`config.mk`:
```
export PLATFORM = sky130hd
export DESIGN_NAME = ide_irq_status_gate
export DESIGN_NICKNAME = d
export VERILOG_FILES = /design/src/rtl/ide_irq_pkg.sv /design/src/rtl/ide_irq_sync.sv /design/src/rtl/ide_irq_decode.sv /design/src/rtl/ide_irq_gate.sv /design/src/rtl/ide_irq_status_gate.sv
export SDC_FILE = /design/constraint.sdc
export NUM_CORES = 1
export LEC_CHECK = 0
export ABC_AREA = 1
export BUFFER_PORTS_ARGS = -buffer_cell sky130_fd_sc_hd__buf_2
export CAP_MARGIN = 20
export CORE_AREA = 2 2 39 41
export DETAILED_ROUTE_END_ITERATION = 7
export DIE_AREA = 0 0 41 43
export GPL_ROUTABILITY_DRIVEN = 0
export PLACE_DENSITY_LB_ADDON = 0.2
export SLEW_MARGIN = 0
export SYNTH_ARGS = -nofsm -noshare
export SYNTH_HDL_FRONTEND = slang
export SYNTH_HIERARCHICAL = 1
export SYNTH_SLANG_ARGS = --single-unit
export TNS_END_PERCENT = 20
```
`constraint.sdc`:
```
create_clock -name clk_i -period 0.92 [get_ports clk_i]
set_input_delay 0.184 -clock clk_i [delete_from_list [all_inputs] [get_ports clk_i]]
set_output_delay 0.184 -clock clk_i [all_outputs]
set_load 0.05 [all_outputs]
```
`src/rtl/ide_irq_pkg.sv`:
```
package ide_irq_pkg;
  localparam int NUM_PORTS  = 3;
  localparam int STATUS_BIT = 7;
  localparam int SLOT_W     = 2;

  typedef enum logic [SLOT_W-1:0] {
    SLOT_PORT0 = 2'd0,
    SLOT_PORT1 = 2'd1,
    SLOT_PORT2 = 2'd2,
    SLOT_GATE  = 2'd3
  } slot_e;
endpackage

```
`src/rtl/ide_irq_sync.sv`:
```
module ide_irq_sync #(
  parameter int WIDTH  = 3,
  parameter int STAGES = 2
) (
  input  logic             clk_i,
  input  logic             rst_ni,
  input  logic [WIDTH-1:0] d_i,
  output logic [WIDTH-1:0] q_o
);
  logic [WIDTH-1:0] chain_q [STAGES];

  always_ff @(posedge clk_i or negedge rst_ni) begin
    if (!rst_ni) chain_q[0] <= '0;
    else         chain_q[0] <= d_i;
  end

  for (genvar s = 1; s < STAGES; s++) begin : g_stage
    always_ff @(posedge clk_i or negedge rst_ni) begin
      if (!rst_ni) chain_q[s] <= '0;
      else         chain_q[s] <= chain_q[s-1];
    end
  end

  assign q_o = chain_q[STAGES-1];
endmodule

```
`src/rtl/ide_irq_decode.sv`:
```
module ide_irq_decode
  import ide_irq_pkg::*;
#(
  parameter int                ADDR_W   = 16,
  parameter logic [ADDR_W-9:0] WIN_PAGE = 'h0F
) (
  input  logic [ADDR_W-1:0] addr_i,
  output logic              hit_o,
  output slot_e             slot_o
);
  localparam int PAGE_W = ADDR_W - 8;

  logic [PAGE_W-1:0] page;
  logic [5:0]        unused_alias;

  assign page         = addr_i[ADDR_W-1:8];
  assign unused_alias = addr_i[5:0];  // alias bits inside a slot
  assign hit_o        = (page == WIN_PAGE);
  assign slot_o       = slot_e'(addr_i[7:6]);
endmodule

```
`src/rtl/ide_irq_gate.sv`:
```
module ide_irq_gate #(
  parameter int NUM_PORTS = 3
) (
  input  logic                 clk_i,
  input  logic                 rst_ni,
  input  logic                 set_i,
  input  logic [NUM_PORTS-1:0] irq_i,
  output logic                 en_o,
  output logic                 host_irq_o
);
  logic en_q, host_q;

  // sticky: only reset clears
  always_ff @(posedge clk_i or negedge rst_ni) begin
    if (!rst_ni)    en_q <= 1'b0;
    else if (set_i) en_q <= 1'b1;
  end

  always_ff @(posedge clk_i or negedge rst_ni) begin
    if (!rst_ni) host_q <= 1'b0;
    else         host_q <= en_q & (|irq_i);
  end

  assign en_o       = en_q;
  assign host_irq_o = host_q;
endmodule

```
`src/rtl/ide_irq_status_gate.sv`:
```
module ide_irq_status_gate
  import ide_irq_pkg::*;
#(
  parameter int                ADDR_W      = 16,
  parameter logic [ADDR_W-9:0] WIN_PAGE    = 'h0F,
  parameter int                SYNC_STAGES = 2
) (
  input  logic                 clk_i,
  input  logic                 rst_ni,
  input  logic [ADDR_W-1:0]    addr_i,
  input  logic                 rd_en_i,
  input  logic                 wr_en_i,
  input  logic [7:0]           wdata_i,
  output logic [7:0]           rdata_o,
  input  logic                 two_port_i,
  input  logic [NUM_PORTS-1:0] ide_irq_i,
  output logic                 host_irq_o
);
  logic [NUM_PORTS-1:0] irq_sync, irq_live;
  logic                 hit, gate_en, gate_set;
  slot_e                slot;
  logic [7:0]           rd_next, rdata_q;
  logic                 unused_wdata;

  assign unused_wdata = ^wdata_i;  // write value is don't-care

  ide_irq_sync #(.WIDTH(NUM_PORTS), .STAGES(SYNC_STAGES)) sync_i (
    .clk_i (clk_i),
    .rst_ni(rst_ni),
    .d_i   (ide_irq_i),
    .q_o   (irq_sync)
  );

  ide_irq_decode #(.ADDR_W(ADDR_W), .WIN_PAGE(WIN_PAGE)) dec_i (
    .addr_i(addr_i),
    .hit_o (hit),
    .slot_o(slot)
  );

  // port 2 treated as absent in two-port build
  assign irq_live = {irq_sync[2] & ~two_port_i, irq_sync[1:0]};
  assign gate_set = wr_en_i & hit & (slot == SLOT_GATE);

  ide_irq_gate #(.NUM_PORTS(NUM_PORTS)) gate_i (
    .clk_i     (clk_i),
    .rst_ni    (rst_ni),
    .set_i     (gate_set),
    .irq_i     (irq_live),
    .en_o      (gate_en),
    .host_irq_o(host_irq_o)
  );

  always_comb begin
    rd_next = '0;
    if (hit) begin
      unique case (slot)
        SLOT_PORT0: rd_next[STATUS_BIT] = irq_live[0];
        SLOT_PORT1: rd_next[STATUS_BIT] = irq_live[1];
        SLOT_PORT2: rd_next[STATUS_BIT] = irq_live[2];
        default:    rd_next = '0;
      endcase
    end
  end

  always_ff @(posedge clk_i or negedge rst_ni) begin
    if (!rst_ni)      rdata_q <= '0;
    else if (rd_en_i) rdata_q <= rd_next;
  end

  assign rdata_o = rdata_q;
endmodule

```
==> results.txt, run 1 <==
share of cells above drive strength 1: 0.356
setup ws final: -56.5 ps
die area: 0.00176 sq mm
DR pass1 iterations: 1
largest net degree at the start of global routing: 10
met2 usage: 0.122
ranking of synthesized cells by area: dfrtp_1 (50%), buf_4 (20%), nand2_1 (8.3%)
busiest grt layer: met2
Root Driver: clkbuf_4
worst stage delay on the critical path: 390 ps
Clock Skew: 3.67 ps
Mapped Cells: 54
unique cell type count in the Yosys netlist: 12
Synth Warn #: 6
post-synthesis sequential area ratio: 0.499
boundary pin count: 41
hpwl dp: 522 microns
worst r2r path cells: 4
Clock H-tree levels: 1
#FFs+latches synth: 9
area of the multi-input gates: 125 sq um
DRC viols: 0
Max clock buf depth: 2
prevailing post-synth register cell: dfrtp_1
Placement Rows: 14
routed vias/inst: 3.64
GR Overflow Total: 0
VDD IR max: 0.000692 V
Crit path depth: 1
RSZ-0062 raised after global routing: true
clk_lat worst skew: 250 ps
clock buffer count from CTS: 3
CP endpoint kind: primary output
Fill cells: 153
Tmin final: 977 ps
Top Family by Delay on Critical Path: flip-flops
worst-path fanout max: 2
Worst Path Required: 740 ps
failing checks: setup timing
EDFF count, synth: 0
PD cells: 1520 mW/mm^2
outcome: complete, but fails checks
clk sinks: 9
Synth top area share: 0.499
Synth-to-Final Area Change: 23.0%
Die Wd: 41 microns
Crit-path slowest cell: dfrtp_1
cell area after layout: 556 sq um
Worst-path clk slew: 60 ps
diodes inserted: 0
Final Total Pwr: 842 uW
first-pass GRT wire length: 1020 microns
Lkg Pwr: 0.000328 uW
CTS tree: yes
crit path DAT: 790 ps
Die Height: 43 microns
vias post-DR: 324
crit path buf inv count: 1
GR met3 Demand/Resource: 0.0157
core area: 0.00138 sq mm
synth cell count leaders: buf_4 (12), nand2_1 (10), dfrtp_1 (9)
Wirelength per Cell: 7.34 microns
M1 GR Usage: 0.108
final cycle utilization of the critical path: 1.06
Initial Util: 0.326
Mapped Area: 452 sq um
FF+latch area: 225 sq um
max_cap viols: 0
Crit Path Class: flip-flop to primary output
Routed Antenna Nets: 0
Startpoint Class: flip-flop
crit path cell chain: buf_6
worst min path class: primary input to flip-flop
fmax: 1020 MHz
number of global-route vias before repair: 271
most frequent cell after synthesis: buf_4
initial antenna violation count: 0
Mapped Avg Cell Area: 8.36 sq um
Final #Nets: 106
Max Slew Vio Count: 0
IO buf count: 19
Final Hold Violating Endpoints: 0
final setup violation count: 2
Placed Area: 499 sq um
drt initial violations: 0
final WL: 653 microns
Synth area leader: dfrtp_1
gr usage total: 0.0908
hold path cells: 1
ys async rst share: 1.00
## path summary, 6_finish.rpt
kind                                                   from                     endpoint  slack (ps)
worst max-delay path                 rdata_o[7]$_DFFE_PN0P_                   rdata_o[7]         -60
min in group asynchronous                            rst_ni  sync_i/chain_q[5]$_DFF_PN0_         310
max in group asynchronous                            rst_ni       rdata_o[7]$_DFFE_PN0P_         440
worst min register to register  sync_i/chain_q[4]$_DFF_PN0_      sync_i/q_o[1]$_DFF_PN0_         350
worst min-delay path                           ide_irq_i[0]  sync_i/chain_q[3]$_DFF_PN0_          40
worst max register to register      sync_i/q_o[1]$_DFF_PN0_       rdata_o[7]$_DFFE_PN0P_         160
## timing repair
| action | 4_1_cts | 5_1_grt |
|---|---|---|
| hold buffers | 1 | 0 |
| cloned | 0 | 0 |
| hold endpoints to repair | 9 | 0 |
| endpoints found under the setup margin | 2 | 2 |
| gates resized for setup | 4 | 0 |
| buffers inserted | 0 | 1 |
## through the flow
step           utilization  TNS [ps]  cells  worst slack (ps)  hold slack [ps]
3_5_place_dp         0.361     -81.3     83             -53.8             44.2
4_1_cts              0.396      -121     88             -71.1             25.8
3_3_place_gp         0.361     -61.5     83             -38.6             40.5
6_report             0.401     -92.2     89             -56.5             35.7
5_1_grt              0.401      -147     89             -85.7             21.4
2_1_floorplan            -         0     60              84.4             -112
## layout make-up
type	count	share of cell area
multi-input cells	30	0.225
inverters	9	0.0608
clock buffers	4	0.0473
well taps	16	0.0360
flip-flops and latches	9	0.405
repair buffers	21	0.225
## routing by layer
layer / wire length, microns / up-vias
met5: 0 / -
li1: - / 175
met4: 8 / 0
met2: 289 / 17
met1: 276 / 130
met3: 78 / 2
## logic make-up (layout without fill, tap and decap cells)
kind of cell / after synthesis / after routing / synth area share
other cells: 1 / 7 / 0.00830
simple gates: 22 / 22 / 0.208
buf+inv: 21 / 34 / 0.274
compound gates: 1 / 1 / 0.0111
flops: 9 / 9 / 0.499
## cells in the final DEF, fill, tap and decap left out
cell / n
nor2_2: 2
nor2_1: 6
conb_1: 7
a21oi_1: 1
nand3_1: 2
buf_2: 17
nand2_1: 10
clkbuf_1: 1
inv_2: 1
dfrtp_1: 9
inv_1: 8
clkbuf_4: 3
dlygate4sd3_1: 1
buf_4: 1
or2_1: 1
nor3_1: 1
buf_6: 2
## report_power, final
part           internal (uW)  switching (uW)  leakage (uW)
clock                    166             119     0.0000150
combinational           40.7            98.3      0.000201
sequential               412            6.28      0.000112
total                    618             223      0.000328
## state kept, by name, indices dropped and copies added, names as in the netlist
signal	count
gate_i/en_o	1
gate_i/host_irq_o	1
rdata_o	1
sync_i/chain_q	3
sync_i/q_o	3
Power figures use the tool's default switching activity.
==> run 2, diff against run 1 <==
- SETUP_SLACK_MARGIN: unset -> 0.2
- SYNTH_HIERARCHICAL: 1 -> unset
==> run 2 against run 1 <==
  * The flow still finishes with violations (setup timing)
  * Sequential share of layout area increased by 1.5 points
  * Sequential power about the same
  * First-iteration DRC count increased by 2
  * Design area decreased by 2.5%
  * Clock skew decreased by 1.1 ps
  * Wire length decreased by 0.77%
  * Largest cell class unchanged
==> results.txt, run 2 <==
outcome: complete, but fails checks (unchanged)
failing checks: setup timing (unchanged)
post-synthesis compound-gate area fraction: 0.0247 (was 0.0111)
ys async rst share: 1.00 (unchanged)
final setup TNS: -128 ps (was -92.2 ps)
EDFF count, synth: 0 (unchanged)
diodes inserted: 0 (unchanged)
vias post-DR: 323 (was 324)
fmax: 1010 MHz (was 1020 MHz)
Startpoint Class: flip-flop (unchanged)
CTS tree: yes (unchanged)
Worst-path clk slew: 60 ps (about the same)
initial antenna violation count: 0 (unchanged)
Root Driver: clkbuf_4 (unchanged)
crit path cell chain: buf_6 (unchanged)
clock buffer count from CTS: 3 (unchanged)
IO buf count: 19 (unchanged)
Crit-path slowest cell: dfrtp_2 (was dfrtp_1)
Clock Skew: 2.62 ps (was 3.67 ps)
Synth Area in Simple Gates: 0.207 (was 0.208)
clk_lat worst skew: 250 ps (about the same)
Max clock buf depth: 2 (unchanged)
synth cell count leaders: nand2_1 (11), dfrtp_1 (9), inv_1 (8) (was buf_4 (12), nand2_1 (10), dfrtp_1 (9))
Synth-to-Final Area Change: 33.6% (was 23.0%)
Synth top area share: 0.556 (was 0.499)
Place WS: 126 ps (was -53.8 ps)
routed vias/inst: 3.76 (was 3.64)
most frequent cell after synthesis: nand2_1 (was buf_4)
gr usage total: 0.0806 (was 0.0908)
Initial Util: 0.293 (was 0.326)
drt initial violations: 2 (was 0)
max_cap viols: 0 (unchanged)
clk sinks: 9 (unchanged)
core area: 0.00138 sq mm (unchanged)
worst stage delay on the critical path: 400 ps (was 390 ps)
#FFs+latches synth: 9 (unchanged)
unique cell type count in the Yosys netlist: 11 (was 12)
number of global-route vias before repair: 259 (was 271)
crit path DAT: 800 ps (was 790 ps)
final WL: 648 microns (was 653 microns)
Die Height: 43 microns (unchanged)
DRC viols: 0 (unchanged)
Synth area leader: dfrtp_1 (unchanged)
crit path buf inv count: 1 (unchanged)
Final #Nets: 103 (was 106)
post-synthesis sequential area ratio: 0.556 (was 0.499)
Crit Path Class: flip-flop to primary output (unchanged)
multiplexer share of the synthesized area: 0 (unchanged)
DR pass1 iterations: 4 (was 1)
setup ws final: -68.6 ps (was -56.5 ps)
worst min path class: primary input to flip-flop (unchanged)
# Post-CTS Setup Buffers: 0 (unchanged)
final setup violation count: 2 (unchanged)
PD cells: 1570 mW/mm^2 (was 1520 mW/mm^2)
Synth Warn #: 0 (was 6)
commonest non-fill, non-tap cell in the layout: buf_2 (unchanged)
prevailing post-synth register cell: dfrtp_1 (unchanged)
Worst Path Required: 740 ps (about the same)
Top Family by Delay on Critical Path: flip-flops (unchanged)
Clock H-tree levels: 1 (unchanged)
Final Total Pwr: 852 uW (was 842 uW)
worst-path fanout max: 2 (unchanged)
cell area after layout: 542 sq um (was 556 sq um)
largest net degree at the start of global routing: 10 (unchanged)
Wirelength per Cell: 7.53 microns (was 7.34 microns)
first-pass GRT wire length: 890 microns (was 1020 microns)
hold slack: 32.6 ps (was 35.7 ps)
boundary pin count: 41 (unchanged)
area share of fa/ha/maj cells after synthesis: 0 (unchanged)
Tmin final: 989 ps (was 977 ps)
hpwl dp: 519 microns (was 522 microns)
Mapped Cells: 47 (was 54)
RSZ-0062 raised after global routing: true (unchanged)
Max Slew Vio Count: 0 (unchanged)
die area: 0.00176 sq mm (unchanged)
GR Overflow Total: 0 (unchanged)
Die Wd: 41 microns (unchanged)
most frequent cells in the layout: buf_2 (17), nand2_1 (11), inv_1 (8) (was buf_2 (17), nand2_1 (10), dfrtp_1 (9))
Mapped Area: 405 sq um (was 452 sq um)
flop2flop setup slack: 130 ps (was 160 ps)
Placement Rows: 14 (unchanged)
VDD IR max: 0.000731 V (was 0.000692 V)
Placed Area: 493 sq um (was 499 sq um)
final cycle utilization of the critical path: 1.07 (was 1.06)
Lkg Pwr: 0.000313 uW (was 0.000328 uW)
Routed Antenna Nets: 0 (unchanged)
Mapped Avg Cell Area: 8.63 sq um (was 8.36 sq um)
Fill cells: 155 (was 153)
ranking of synthesized cells by area: dfrtp_1 (56%), buf_4 (13%), nand2_1 (10%) (was dfrtp_1 (50%), buf_4 (20%), nand2_1 (8.3%))
main combinational cell family by area after synthesis: simple AND/OR/NAND/NOR gates (was buffers and inverters)
share of cells above drive strength 1: 0.357 (was 0.356)
Final Hold Violating Endpoints: 0 (unchanged)
Synth Area in XOR/XNOR: 0 (unchanged)
CP endpoint kind: primary output (unchanged)
run 2: final timing paths:
check                      depth (start not counted)                         from                     endpoint
min                                                1                 ide_irq_i[1]  sync_i.chain_q[4]$_DFF_PN0_
max                                                1       rdata_o[7]$_DFFE_PN0P_                   rdata_o[7]
max reg2reg                                        6      sync_i.q_o[1]$_DFF_PN0_       rdata_o[7]$_DFFE_PN0P_
min in group asynchronous                          2                       rst_ni  sync_i.chain_q[3]$_DFF_PN0_
max in group asynchronous                          2                       rst_ni       rdata_o[7]$_DFFE_PN0P_
min reg2reg                                        0  sync_i.chain_q[3]$_DFF_PN0_      sync_i.q_o[0]$_DFF_PN0_
run 2: power breakdown:
group / leakage [uW] / total [uW] / internal (uW) / switching [uW]
clock network: 0.0000150 / 288 / 166 / 122
logic: 0.000198 / 146 / 43.1 / 103
registers: 0.000100 / 417 / 412 / 5.42
run 2: cell type report:
type                    instances  area, sq um  share of cell area
multi-input cells              29          120               0.222
flip-flops and latches          9          228               0.420
repair buffers                 20          118               0.217
well taps                      16         20.0              0.0370
inverters                       8         30.0              0.0554
clock buffers                   4         26.3              0.0485
run 2: stage by stage:
stage,std cells,utilization
3_5_place_dp,81,0.356
5_1_grt,86,0.392
3_3_place_gp,81,0.356
6_report,86,0.392
4_1_cts,86,0.392
2_1_floorplan,53,-
run 2: what timing repair did:
item | 4_1_cts | 5_1_grt
gates resized for setup | 4 | 0
endpoints found under the setup margin | 3 | 3
hold endpoints to repair | 9 | 0
hold buffers | 1 | 0
pin swaps | 2 | 2
run 2: layer usage:
layer	vias to the layer above	routed length (microns)	GRT usage
li1	169	-	-
met1	134	265	0.0881
met2	20	288	0.106
met3	0	93	0.0209
met4	0	0	0.100
met5	-	0	0
run 2: cell families after synthesis:
logic type	Yosys count
AOI/OAI and AO/OA	2
buffers and inverters	15
DFF	9
other	1
and+or+nand+nor	20
